### src/rtl/acc_alu_pkg.sv
package acc_alu_pkg;

   typedef enum logic [2:0] {
      OP_NEG  = 3'd0,
      OP_CCF  = 3'd1,
      OP_SCF  = 3'd2,
      OP_DAA  = 3'd3,
      OP_ADDI = 3'd4,
      OP_ADCI = 3'd5,
      OP_NOP6 = 3'd6,
      OP_NOP7 = 3'd7
   } alu_op_e;

   typedef struct packed {
      logic s;
      logic z;
      logic h;
      logic pv;
      logic n;
      logic c;
   } alu_flags_t;

   localparam int unsigned FLAG_W = $bits(alu_flags_t);

endpackage

### src/rtl/acc_alu_adder.sv
module acc_alu_adder #(
   parameter int unsigned W   = 8,
   parameter int unsigned NIB = 4
) (
   input  logic [W-1:0] a_i,
   input  logic [W-1:0] b_i,
   input  logic         cin_i,
   output logic [W-1:0] sum_o,
   output logic         c_nib_o,
   output logic         c_top_o,
   output logic         ovf_o
);
   logic [NIB:0] low_sum;
   logic [W:0]   full_sum;

   always_comb begin
      low_sum  = {1'b0, a_i[NIB-1:0]} + {1'b0, b_i[NIB-1:0]} + {{NIB{1'b0}}, cin_i};
      full_sum = {1'b0, a_i} + {1'b0, b_i} + {{W{1'b0}}, cin_i};
   end

   assign sum_o   = full_sum[W-1:0];
   assign c_nib_o = low_sum[NIB];
   assign c_top_o = full_sum[W];
   assign ovf_o   = (a_i[W-1] == b_i[W-1]) && (full_sum[W-1] != a_i[W-1]);

endmodule

### src/rtl/acc_alu_daa.sv
module acc_alu_daa #(
   parameter int unsigned W = 8
) (
   input  logic [W-1:0] a_i,
   input  logic         h_i,
   input  logic         n_i,
   input  logic         c_i,
   output logic [W-1:0] res_o,
   output logic         h_o,
   output logic         c_o
);
   localparam logic [W-1:0] LO_FIX  = W'(8'h06);
   localparam logic [W-1:0] HI_FIX  = W'(8'h60);
   localparam logic [W-1:0] HI_LIM  = W'(8'h99);

   logic         lo_big, lo_need, hi_need;
   logic [W-1:0] corr;

   always_comb begin
      lo_big  = a_i[3:0] > 4'd9;
      lo_need = lo_big || h_i;
      hi_need = (a_i > HI_LIM) || c_i;
      corr    = (lo_need ? LO_FIX : '0) | (hi_need ? HI_FIX : '0);
      res_o   = n_i ? (a_i - corr) : (a_i + corr);
      h_o     = n_i ? (lo_need && (a_i[3:0] < 4'd6)) : lo_big;
      c_o     = hi_need;
   end

endmodule

### src/rtl/acc_alu.sv
module acc_alu
   import acc_alu_pkg::*;
#(
   parameter int unsigned DATA_W  = 8,
   parameter bit          HAS_DAA = 1'b1
) (
   input  logic              clk_i,
   input  logic              rst_ni,
   input  logic              ld_i,
   input  logic [2:0]        op_i,
   input  logic [DATA_W-1:0] imm_i,
   output logic [DATA_W-1:0] acc_o,
   output logic [FLAG_W-1:0] flags_o
);
   localparam int unsigned NIB_W = 4;

   if (DATA_W != 8) begin : g_bad_width
      $error("acc_alu: DATA_W must be 8 for nibble and decimal semantics");
   end

   logic [DATA_W-1:0] acc_q, acc_d;
   alu_flags_t        flg_q, flg_d;
   alu_op_e           op;

   logic [DATA_W-1:0] add_a, add_b, add_sum;
   logic              add_cin, add_c3, add_c7, add_ov;
   logic [DATA_W-1:0] daa_res;
   logic              daa_h, daa_c;

   assign op = alu_op_e'(op_i);

   // shared adder: negate is 0 + ~acc + 1
   always_comb begin
      add_a   = (op == OP_NEG) ? '0 : acc_q;
      add_b   = (op == OP_NEG) ? ~acc_q : imm_i;
      add_cin = (op == OP_NEG) || ((op == OP_ADCI) && flg_q.c);
   end

   acc_alu_adder #(.W(DATA_W), .NIB(NIB_W)) u_add (
      .a_i    (add_a),
      .b_i    (add_b),
      .cin_i  (add_cin),
      .sum_o  (add_sum),
      .c_nib_o(add_c3),
      .c_top_o(add_c7),
      .ovf_o  (add_ov)
   );

   if (HAS_DAA) begin : g_daa
      acc_alu_daa #(.W(DATA_W)) u_daa (
         .a_i  (acc_q),
         .h_i  (flg_q.h),
         .n_i  (flg_q.n),
         .c_i  (flg_q.c),
         .res_o(daa_res),
         .h_o  (daa_h),
         .c_o  (daa_c)
      );
   end else begin : g_no_daa
      assign daa_res = acc_q;
      assign daa_h   = flg_q.h;
      assign daa_c   = flg_q.c;
   end

   always_comb begin
      acc_d = acc_q;
      flg_d = flg_q;
      case (op)
         OP_NEG: begin
            acc_d    = add_sum;
            flg_d.s  = add_sum[DATA_W-1];
            flg_d.z  = (add_sum == '0);
            flg_d.h  = ~add_c3;
            flg_d.pv = add_ov;
            flg_d.n  = 1'b1;
            flg_d.c  = ~add_c7;
         end
         OP_CCF: begin
            flg_d.h = flg_q.c;
            flg_d.c = ~flg_q.c;
            flg_d.n = 1'b0;
         end
         OP_SCF: begin
            flg_d.h = 1'b0;
            flg_d.c = 1'b1;
            flg_d.n = 1'b0;
         end
         OP_DAA: begin
            if (HAS_DAA) begin
               acc_d    = daa_res;
               flg_d.s  = daa_res[DATA_W-1];
               flg_d.z  = (daa_res == '0);
               flg_d.h  = daa_h;
               flg_d.pv = ~^daa_res;
               flg_d.c  = daa_c;
            end
         end
         OP_ADDI, OP_ADCI: begin
            acc_d    = add_sum;
            flg_d.s  = add_sum[DATA_W-1];
            flg_d.z  = (add_sum == '0);
            flg_d.h  = add_c3;
            flg_d.pv = add_ov;
            flg_d.n  = 1'b0;
            flg_d.c  = add_c7;
         end
         default: begin
         end
      endcase
   end

   always_ff @(posedge clk_i or negedge rst_ni) begin
      if (!rst_ni) begin
         acc_q <= '0;
         flg_q <= '0;
      end else if (ld_i) begin
         acc_q <= acc_d;
         flg_q <= flg_d;
      end
   end

   assign acc_o   = acc_q;
   assign flags_o = flg_q;

endmodule

### config.mk
export PLATFORM = sky130hd
export DESIGN_NAME = acc_alu
export DESIGN_NICKNAME = d
export VERILOG_FILES = /design/src/rtl/acc_alu_pkg.sv /design/src/rtl/acc_alu_adder.sv /design/src/rtl/acc_alu_daa.sv /design/src/rtl/acc_alu.sv
export SDC_FILE = /design/constraint.sdc
export NUM_CORES = 1
export LEC_CHECK = 0
export BUFFER_PORTS_ARGS = -buffer_cell sky130_fd_sc_hd__buf_2
export CORE_AREA = 3 3 114 72
export CTS_CLUSTER_SIZE = 14
export DETAILED_ROUTE_END_ITERATION = 10
export DIE_AREA = 0 0 117 75
export PLACE_DENSITY = 0.52
export SYNTH_ARGS = -nofsm -noshare
export SYNTH_HDL_FRONTEND = slang
export SYNTH_HIERARCHICAL = 1
export SYNTH_SLANG_ARGS = --single-unit
### constraint.sdc
create_clock -name clk_i -period 3.9 [get_ports clk_i]
set_input_delay 0.78 -clock clk_i [delete_from_list [all_inputs] [get_ports clk_i]]
set_output_delay 0.78 -clock clk_i [all_outputs]
set_load 0.02 [all_outputs]
==> results of run 1 <==
==> timing repair <==
item | 4_1_cts | 5_1_grt
buffers inserted | 0 | 0
endpoints found under the hold margin | 0 | 0
endpoints found under the setup margin | 0 | 1
gates resized for setup | 0 | 2
hold buffers | 0 | 0
==> cell families (layout without fill, tap and decap cells) <==
family,count (synthesis),in the layout,share of synthesized area [%]
fa+ha+maj,22,22,16.20
simple gates,70,70,22.28
compound gates,60,60,21.23
mux,12,12,7.053
xor+xnor,14,14,6.844
flops,13,13,18.16
buf+inv,26,54,8.240
==> metrics by stage <==
stage,worst slack (ps),cells,instance area (sq um),hold WS [ps],utilization (%)
6_report,363.5,336,2088,430.8,28.98
5_1_grt,93.21,336,2088,453.6,28.98
4_1_cts,346.7,336,2085,444.9,28.92
3_5_place_dp,108.0,332,2006,562.7,27.83
3_3_place_gp,80.29,332,2006,564.9,27.83
2_1_floorplan,359.1,217,1792,484.4,-
==> worst max path at each step <==
stage	start	endpoint	slack (ps)	cells after the start
after CTS	acc_o[1]	flags_o[2]	350	14
after floorplan	op_i[0]	flags_o[0]	360	15
after detailed placement	op_i[0]	flags_o[0]	110	13
after global placement	op_i[0]	flags_o[0]	80	13
final	op_i[0]	flags_o[0]	360	13
after global routing	op_i[0]	flags_o[0]	90	13
==> cell usage after synthesis (2+ instances only) <==
master,n
ha_1,20
nor2_1,20
a21oi_1,19
inv_1,16
nand2_1,14
dfrtp_1,13
xnor2_1,11
mux2i_1,10
o21ai_0,8
o21ai_1,7
buf_6,5
nor2b_1,5
o21ai_2,5
and2_2,4
and2_4,4
a211oi_1,3
buf_4,3
nand2b_1,3
nand3_1,3
o21a_1,3
xor2_1,3
a21oi_2,2
a31oi_1,2
fa_1,2
nand4b_1,2
nor2b_4,2
nor4_1,2
o21bai_1,2
==> sequential cells by signal (all words and copies together) (netlist names) <==
signal and flops:
acc_o 8, flags_o 5
==> metal layers <==
layer / up-vias / global-route usage [%] / routed length, um
li1: 826 / - / -
met5: - / 0 / 0
met2: 44 / 16.19 / 1713
met4: 0 / 1.908 / 21
met1: 692 / 20.11 / 2749
met3: 2 / 0.4016 / 370
==> area by class of cell <==
cell class,instances,area (sq um)
clock buffer,4,78.83
fill,812,5119
inverter,16,60.06
multi-input combinational,178,1323
sequential,13,325.3
tap,91,113.9
timing repair buffer,34,187.7
==> metrics.md, run 1 <==
| Metric | Value |
|---|---|
| Most frequent cells in the layout | `buf_2, nor2_1, ha_1` |
| Worst-Margin Slew | `784.8 ps` |
| Most common cell after layout, fill and taps aside | `buf_2` |
| Synth Register Bits | `13` |
| Synth area leader | `dfrtp_1` |
| Yosys cell types | `52` |
| Cell repeated most along the worst path | `a211oi_1` |
| Final hold vios | `0` |
| YS warnings | `6` |
| GRT Util Overall | `11.80%` |
| Via density | `4.655` |
| Crit path arrival time | `3690 ps` |
| Largest net degree at the start of global routing | `22` |
| Worst-case clock skew | `3.459 ps` |
| R2r setup slk | `520 ps` |
| CTS tree | `built` |
| Syn nets | `253` |
| Maximum operating frequency | `0.2828 GHz` |
| Reg2Reg Depth | `14` |
| RSZ-0062 raised after global routing | `no` |
| DP Wirelength | `4.039 mm` |
| Share of cells above drive strength 1 | `25.31%` |
| Port Buffer Count | `27` |
| Die Wd | `117 um` |
| Commonest register cell after synthesis | `dfrtp_1` |
| Post-Synthesis Cells | `217` |
| Core area | `7207 sq um` |
| DR DRC count | `0` |
| Worst Path Max Fanout | `10` |
| Critical path startpoint category | `input pin` |
| Placer Congestion | `0.8309` |
| Crit path buf inv count | `1` |
| Worst reg2reg startpoint | `acc_o[2]` |
| RR Endpoint | `flags_o[2]` |
| Number of global-route vias before repair | `1557` |
| Number of flops mapped to enable cells by yosys | `0` |
| Clock slew at reported path FFs | `50 ps` |
| Critical path data required time | `4050 ps` |
| Crit path cell chain | `buf_2 -> or3_4 -> and2_2 -> fa_1 -> fa_1 -> a21oi_1 -> o21ai_1 -> a21boi_0 -> o21bai_1 -> nor2b_1 -> a211oi_1 -> a211oi_1 -> a211oi_1` |
| Clock sink total | `13` |
| Clock tree buffer depth | `2` |
| Iter 0 DRT Violations | `101` |
| Crit-path max cell delay | `470 ps` |
| Initial antenna violation count | `0` |
| Final setup violation count | `0` |
| CTS H-tree lvls | `1` |
| Initial core utilization | `24.86%` |
| Ant diodes | `0` |
| Post-route antenna net violation count | `0` |
| First-pass GRT wire length | `8.059 mm` |
| Worst skew pair latency | `240 ps` |
| Minimum clock period | `3536 ps` |
| Slew HR | `47.67%` |
| Ys async rst share | `100.0%` |
| CTS Buf Count | `3` |
| Synth area leaders | `dfrtp_1, ha_1, mux2i_1` |
| Final net count | `282` |
| Total global routing overflow | `0` |
| Syn Area/Cell | `8.257 sq um` |
| Hold Crit Class | `in2async` |
| Via count | `1564` |
| CTS root buf | `clkbuf_16` |
| Crit end category | `register` |
| Synthesized cell area | `1792 sq um` |
| DIE AREA | `8775 sq um` |
| Tcrit/Tclk final | `90.68%` |
| Critical path class | `in2reg` |
| # IOs | `28` |
| Max Slew Vio Count | `0` |
| WL final | `4.855 mm` |
| Max cap viols | `0` |
| Crit-path leading delay family | `compound AO/OA/AOI/OAI gates` |
| Setup TNS | `0 ps` |
| Pre-antenna DRT Iters | `4` |
| Per-cell routed wire length | `14.45 um` |
| Register area share after synthesis | `18.16%` |
| CP max-delay cell | `fa_1` |
| Area delta synth->final | `16.55%` |
| Die H | `75 um` |
| Share of the synthesized area in the top cell type | `18.16%` |
| Row cnt | `24` |
| Status | `complete, no violations` |
Power of run 1 is left out: the tool's default activity adds up to more than one toggle a clock period on the data nets, which glitch-free logic cannot reach.
==> run 2: changes to the inputs <==
Clock period 3.9 ns to 4.4 ns, I/O delays scaled along.
==> metrics.md, run 2 (synthesized netlist as in run 1, its figures left out) <==
| Metric | Value |
|---|---|
| Via count | `1603` |
| Initial antenna violation count | `0` |
| Row cnt | `24` |
| Final instance area | `2062 sq um` |
| First-pass GRT wire length | `7.831 mm` |
| GRT Util Overall | `11.63%` |
| Ant diodes | `0` |
| DIE AREA | `8775 sq um` |
| Iter 0 DRT Violations | `178` |
| Worst-Margin Slew | `790.8 ps` |
| CP max-delay cell | `or3_4` |
| Register area | `325.3 sq um` |
| Max Slew Vio Count | `0` |
| Critical path startpoint category | `input pin` |
| Port Buffer Count | `27` |
| # IOs | `28` |
| Clock sink total | `13` |
| Cell repeated most along the worst path | `a211oi_1` |
| Post-route antenna net violation count | `0` |
| Most common cell after layout, fill and taps aside | `buf_2` |
| Slew HR | `47.27%` |
| Fillers | `801` |
| Critical path data required time | `4540 ps` |
| Crit path arrival time | `3960 ps` |
| Maximum operating frequency | `0.2619 GHz` |
| RSZ-0062 raised after global routing | `no` |
| Final net count | `279` |
| Area of the multi-input gates | `1319 sq um` |
| Largest net degree at the start of global routing | `25` |
| Share of cells above drive strength 1 | `23.97%` |
| Total global routing overflow | `0` |
| Die H | `75 um` |
| Critical path class | `in2reg` |
| Worst-case clock skew | `2.749 ps` |
| Die Wd | `117 um` |
| Worst skew pair latency | `240 ps` |
| Worst Path Max Fanout | `24` |
| # hold bufs at CTS | `0` |
| Post-CTS Setup Inserts | `0` |
| Post-Place Cell Area | `1983 sq um` |
| Hold Crit Class | `in2async` |
| Core area | `7207 sq um` |
| Final setup violation count | `0` |
| Setup TNS | `0 ps` |
| Minimum clock period | `3818 ps` |
| Final Core Density | `28.61%` |
| WL final | `4.937 mm` |
| Status | `complete, no violations` |
| PostCTS Resize Cnt | `0` |
| Max cap viols | `0` |
| Final hold vios | `0` |
| Clock tree buffer depth | `2` |
| Largest register FFs | `8` |
| Via density | `4.814` |
| Crit-path max cell delay | `530 ps` |
| CTS tree | `built` |
| Tcrit/Tclk final | `86.78%` |
| Per-cell routed wire length | `14.83 um` |
| CTS H-tree lvls | `1` |
| CTS root buf | `clkbuf_16` |
| Initial core utilization | `24.86%` |
| Hold Slack | `530.2 ps` |
| CTS Buf Count | `3` |
| Number of global-route vias before repair | `1436` |
| Clock slew at reported path FFs | `50 ps` |
| DP Wirelength | `4.033 mm` |
| DR DRC count | `0` |
| Area delta synth->final | `15.08%` |
| Placer Congestion | `0.9236` |
| Crit end category | `register` |
| Crit path cell chain | `buf_2 -> or3_4 -> and2_2 -> fa_1 -> fa_1 -> a21oi_1 -> o21ai_1 -> a21boi_0 -> o21bai_1 -> nor2b_1 -> a211oi_1 -> a211oi_1 -> a211oi_1` |
| Pre-antenna DRT Iters | `4` |
| Most frequent cells in the layout | `buf_2, nor2_1, ha_1` |
==> run 2: cell types whose count changed in the layout (fill, tap and decap cells not counted) <==
cell     previous run  this run
o21ai_1             8         7
a21oi_1            18        19
buf_4               7         4
a21oi_2             3         2
o21ai_0             7         8
==> run 2: path summary, 6_finish.rpt <==
kind | startpoint | end | slack (ps) | depth (start not counted)
worst max-delay path | op_i[1] | flags_o[0] | 580 | 13
worst min-delay path | rst_ni | flags_o[1] | 530 | 1
worst max register to register | acc_o[2] | flags_o[2] | 700 | 14
worst min register to register | flags_o[2] | flags_o[2] | 550 | 2
max in group asynchronous | rst_ni | flags_o[2] | 3620 | 1
min in group clk_i | flags_o[2] | flags_o[2] | 550 | 2
==> run 2: final cells by class <==
type | instances | share of cell area (%)
Clock buffer | 4 | 3.823
Sequential cell | 13 | 15.78
Tap cell | 91 | 5.522
Timing Repair Buffer | 31 | 8.010
Inverter | 16 | 2.913
Multi-Input combinational cell | 178 | 63.96
==> run 2: metal layers <==
layer / track usage (%) / wire, um
met4: 1.145 / 19
met3: 1.928 / 385
met2: 15.31 / 1809
met1: 19.65 / 2722
met5: 0 / 0
==> run 2: worst max-delay path: cells and delay by family <==
family | cells | cell delay [ps]
and+or+nand+nor | 3 | 910
adders and majority gates | 2 | 870
buffers and inverters | 1 | 170
AOI/OAI and AO/OA | 7 | 1110
==> run 2: metrics by stage <==
| stage | worst slack (ps) | instances |
|---|---|---|
| after floorplan | 759.1 | 217 |
| after global placement | 457.5 | 329 |
| after detailed placement | 407.5 | 329 |
| after CTS | 634.3 | 333 |
| after global routing | 295.4 | 333 |
| final | 581.7 | 333 |
Power of run 2 is left out for the same reason.
==> run 3: changes to the inputs <==
==> constraint.sdc (replaced) <==
create_clock -name clk_i -period 4.4 [get_ports clk_i]
set_input_delay 0.44 -clock clk_i [delete_from_list [all_inputs] [get_ports clk_i]]
set_output_delay 0.44 -clock clk_i [all_outputs]
set_load 0.02 [all_outputs]
==> metrics.md, run 3 (synthesized netlist as in run 1, its figures left out) <==
| Metric | Value |
|---|---|
| Initial antenna violation count | `0` |
| Worst-case clock skew | `1.243 ps` |
| Fillers | `781` |
| # hold bufs at CTS | `0` |
| Placer Congestion | `0.8026` |
| Per-cell routed wire length | `14.49 um` |
| Clock slew at reported path FFs | `50 ps` |
| PostCTS Resize Cnt | `0` |
| Final hold vios | `0` |
| Worst Path Max Fanout | `7` |
| Number of global-route vias before repair | `1451` |
| Worst-Margin Slew | `776.1 ps` |
| Worst reg2reg startpoint | `acc_o[2]` |
| Crit path arrival time | `4110 ps` |
| Core area | `7207 sq um` |
| Max cap viols | `0` |
| CTS H-tree lvls | `1` |
| Hold Crit Class | `in2async` |
| Crit end category | `register` |
| Clock tree buffer depth | `2` |
| Row cnt | `24` |
| Crit path from | `acc_o[2]` |
| Clock sink total | `13` |
| Total global routing overflow | `0` |
| GRT Util Overall | `11.18%` |
| Critical path data required time | `4490 ps` |
| Most common cell after layout, fill and taps aside | `buf_2` |
| Maximum operating frequency | `0.2487 GHz` |
| Minimum clock period | `4021 ps` |
| Share of cells above drive strength 1 | `23.43%` |
| Tcrit/Tclk final | `91.39%` |
| DR DRC count | `0` |
| CTS root buf | `clkbuf_16` |
| Post-CTS Setup Inserts | `0` |
| Die Wd | `117 um` |
| # IOs | `28` |
| Die H | `75 um` |
| First-pass GRT wire length | `7.672 mm` |
| Critical path startpoint category | `register` |
| Ant diodes | `0` |
| Via count | `1557` |
| WL final | `4.783 mm` |
| Largest register FFs | `8` |
| Status | `complete, no violations` |
| Post-route antenna net violation count | `0` |
| Worst skew pair latency | `240 ps` |
| Final Core Density | `28.32%` |
| Final setup violation count | `0` |
| Most frequent cells in the layout | `buf_2, nor2_1, ha_1` |
| Iter 0 DRT Violations | `114` |
| Area delta synth->final | `13.90%` |
| Via density | `4.718` |
| Setup TNS | `0 ps` |
| Pre-antenna DRT Iters | `4` |
| Final net count | `276` |
| CTS Buf Count | `3` |
| Initial core utilization | `24.86%` |
| Critical path class | `reg2reg` |
| RSZ-0062 raised after global routing | `no` |
| Port Buffer Count | `27` |
| Largest net degree at the start of global routing | `25` |
| DIE AREA | `8775 sq um` |
| DP Wirelength | `3.922 mm` |
| Max Slew Vio Count | `0` |
| Slew HR | `48.25%` |
| Hold Slack | `96.50 ps` |
| CTS tree | `built` |
==> run 3: cell count changes in the layout (fill, tap and decap cells not counted) <==
cell,previous run,this run
buf_4,4,1
clkinv_2,0,1
clkbuf_1,1,0
==> run 3: cell type report <==
type / count / area (sq um) / area share (%)
tap: 91 / 113.9 / 5.579
sequential: 13 / 325.3 / 15.94
inverter: 16 / 60.06 / 2.943
timing repair buffer: 28 / 142.6 / 6.990
clock inverter: 1 / 5.005 / 0.2452
multi-input combinational: 178 / 1319 / 64.62
clock buffer: 3 / 75.07 / 3.679
==> run 3: worst paths after layout <==
kind / end / slack (ps) / cells after the start
worst max-delay path: flags_o[2] / 380 / 14
worst min-delay path: flags_o[1] / 100 / 1
worst max register to register: flags_o[2] / 380 / 14
worst min register to register: flags_o[2] / 550 / 2
max in group asynchronous: flags_o[2] / 4050 / 1
min in group clk_i: flags_o[3] / 500 / 2
==> run 3: worst max-delay path, stage by stage (launching register included) <==
cell     delay [ps]
dfrtp_1         500
o21ai_0         370
o21ai_0         150
a21oi_1         440
ha_1            310
mux2_2          260
ha_1            240
o41ai_1         530
xnor2_1         210
inv_1            80
ha_1            280
xnor2_1         190
xnor2_1          90
mux2i_1         130
a21oi_1          80
==> run 3: through the flow <==
stage | setup WS (ps) | area [sq um] | cells
finish | 378.7 | 2041 | 330
global route | 103.4 | 2041 | 330
CTS | 339.7 | 2041 | 330
detailed placement | 342.5 | 1961 | 326
global placement | 434.2 | 1961 | 326
floorplan | 985.5 | 1792 | 217
==> run 3: metal layers <==
layer	wire length, um	part of all wire (%)	GRT usage (%)
met1	2661	56	18.92
met2	1830	38	15.25
met3	291	6.1	1.365
met4	0	0	0.7634
met5	0	0	0
Power of run 3 is left out for the same reason.
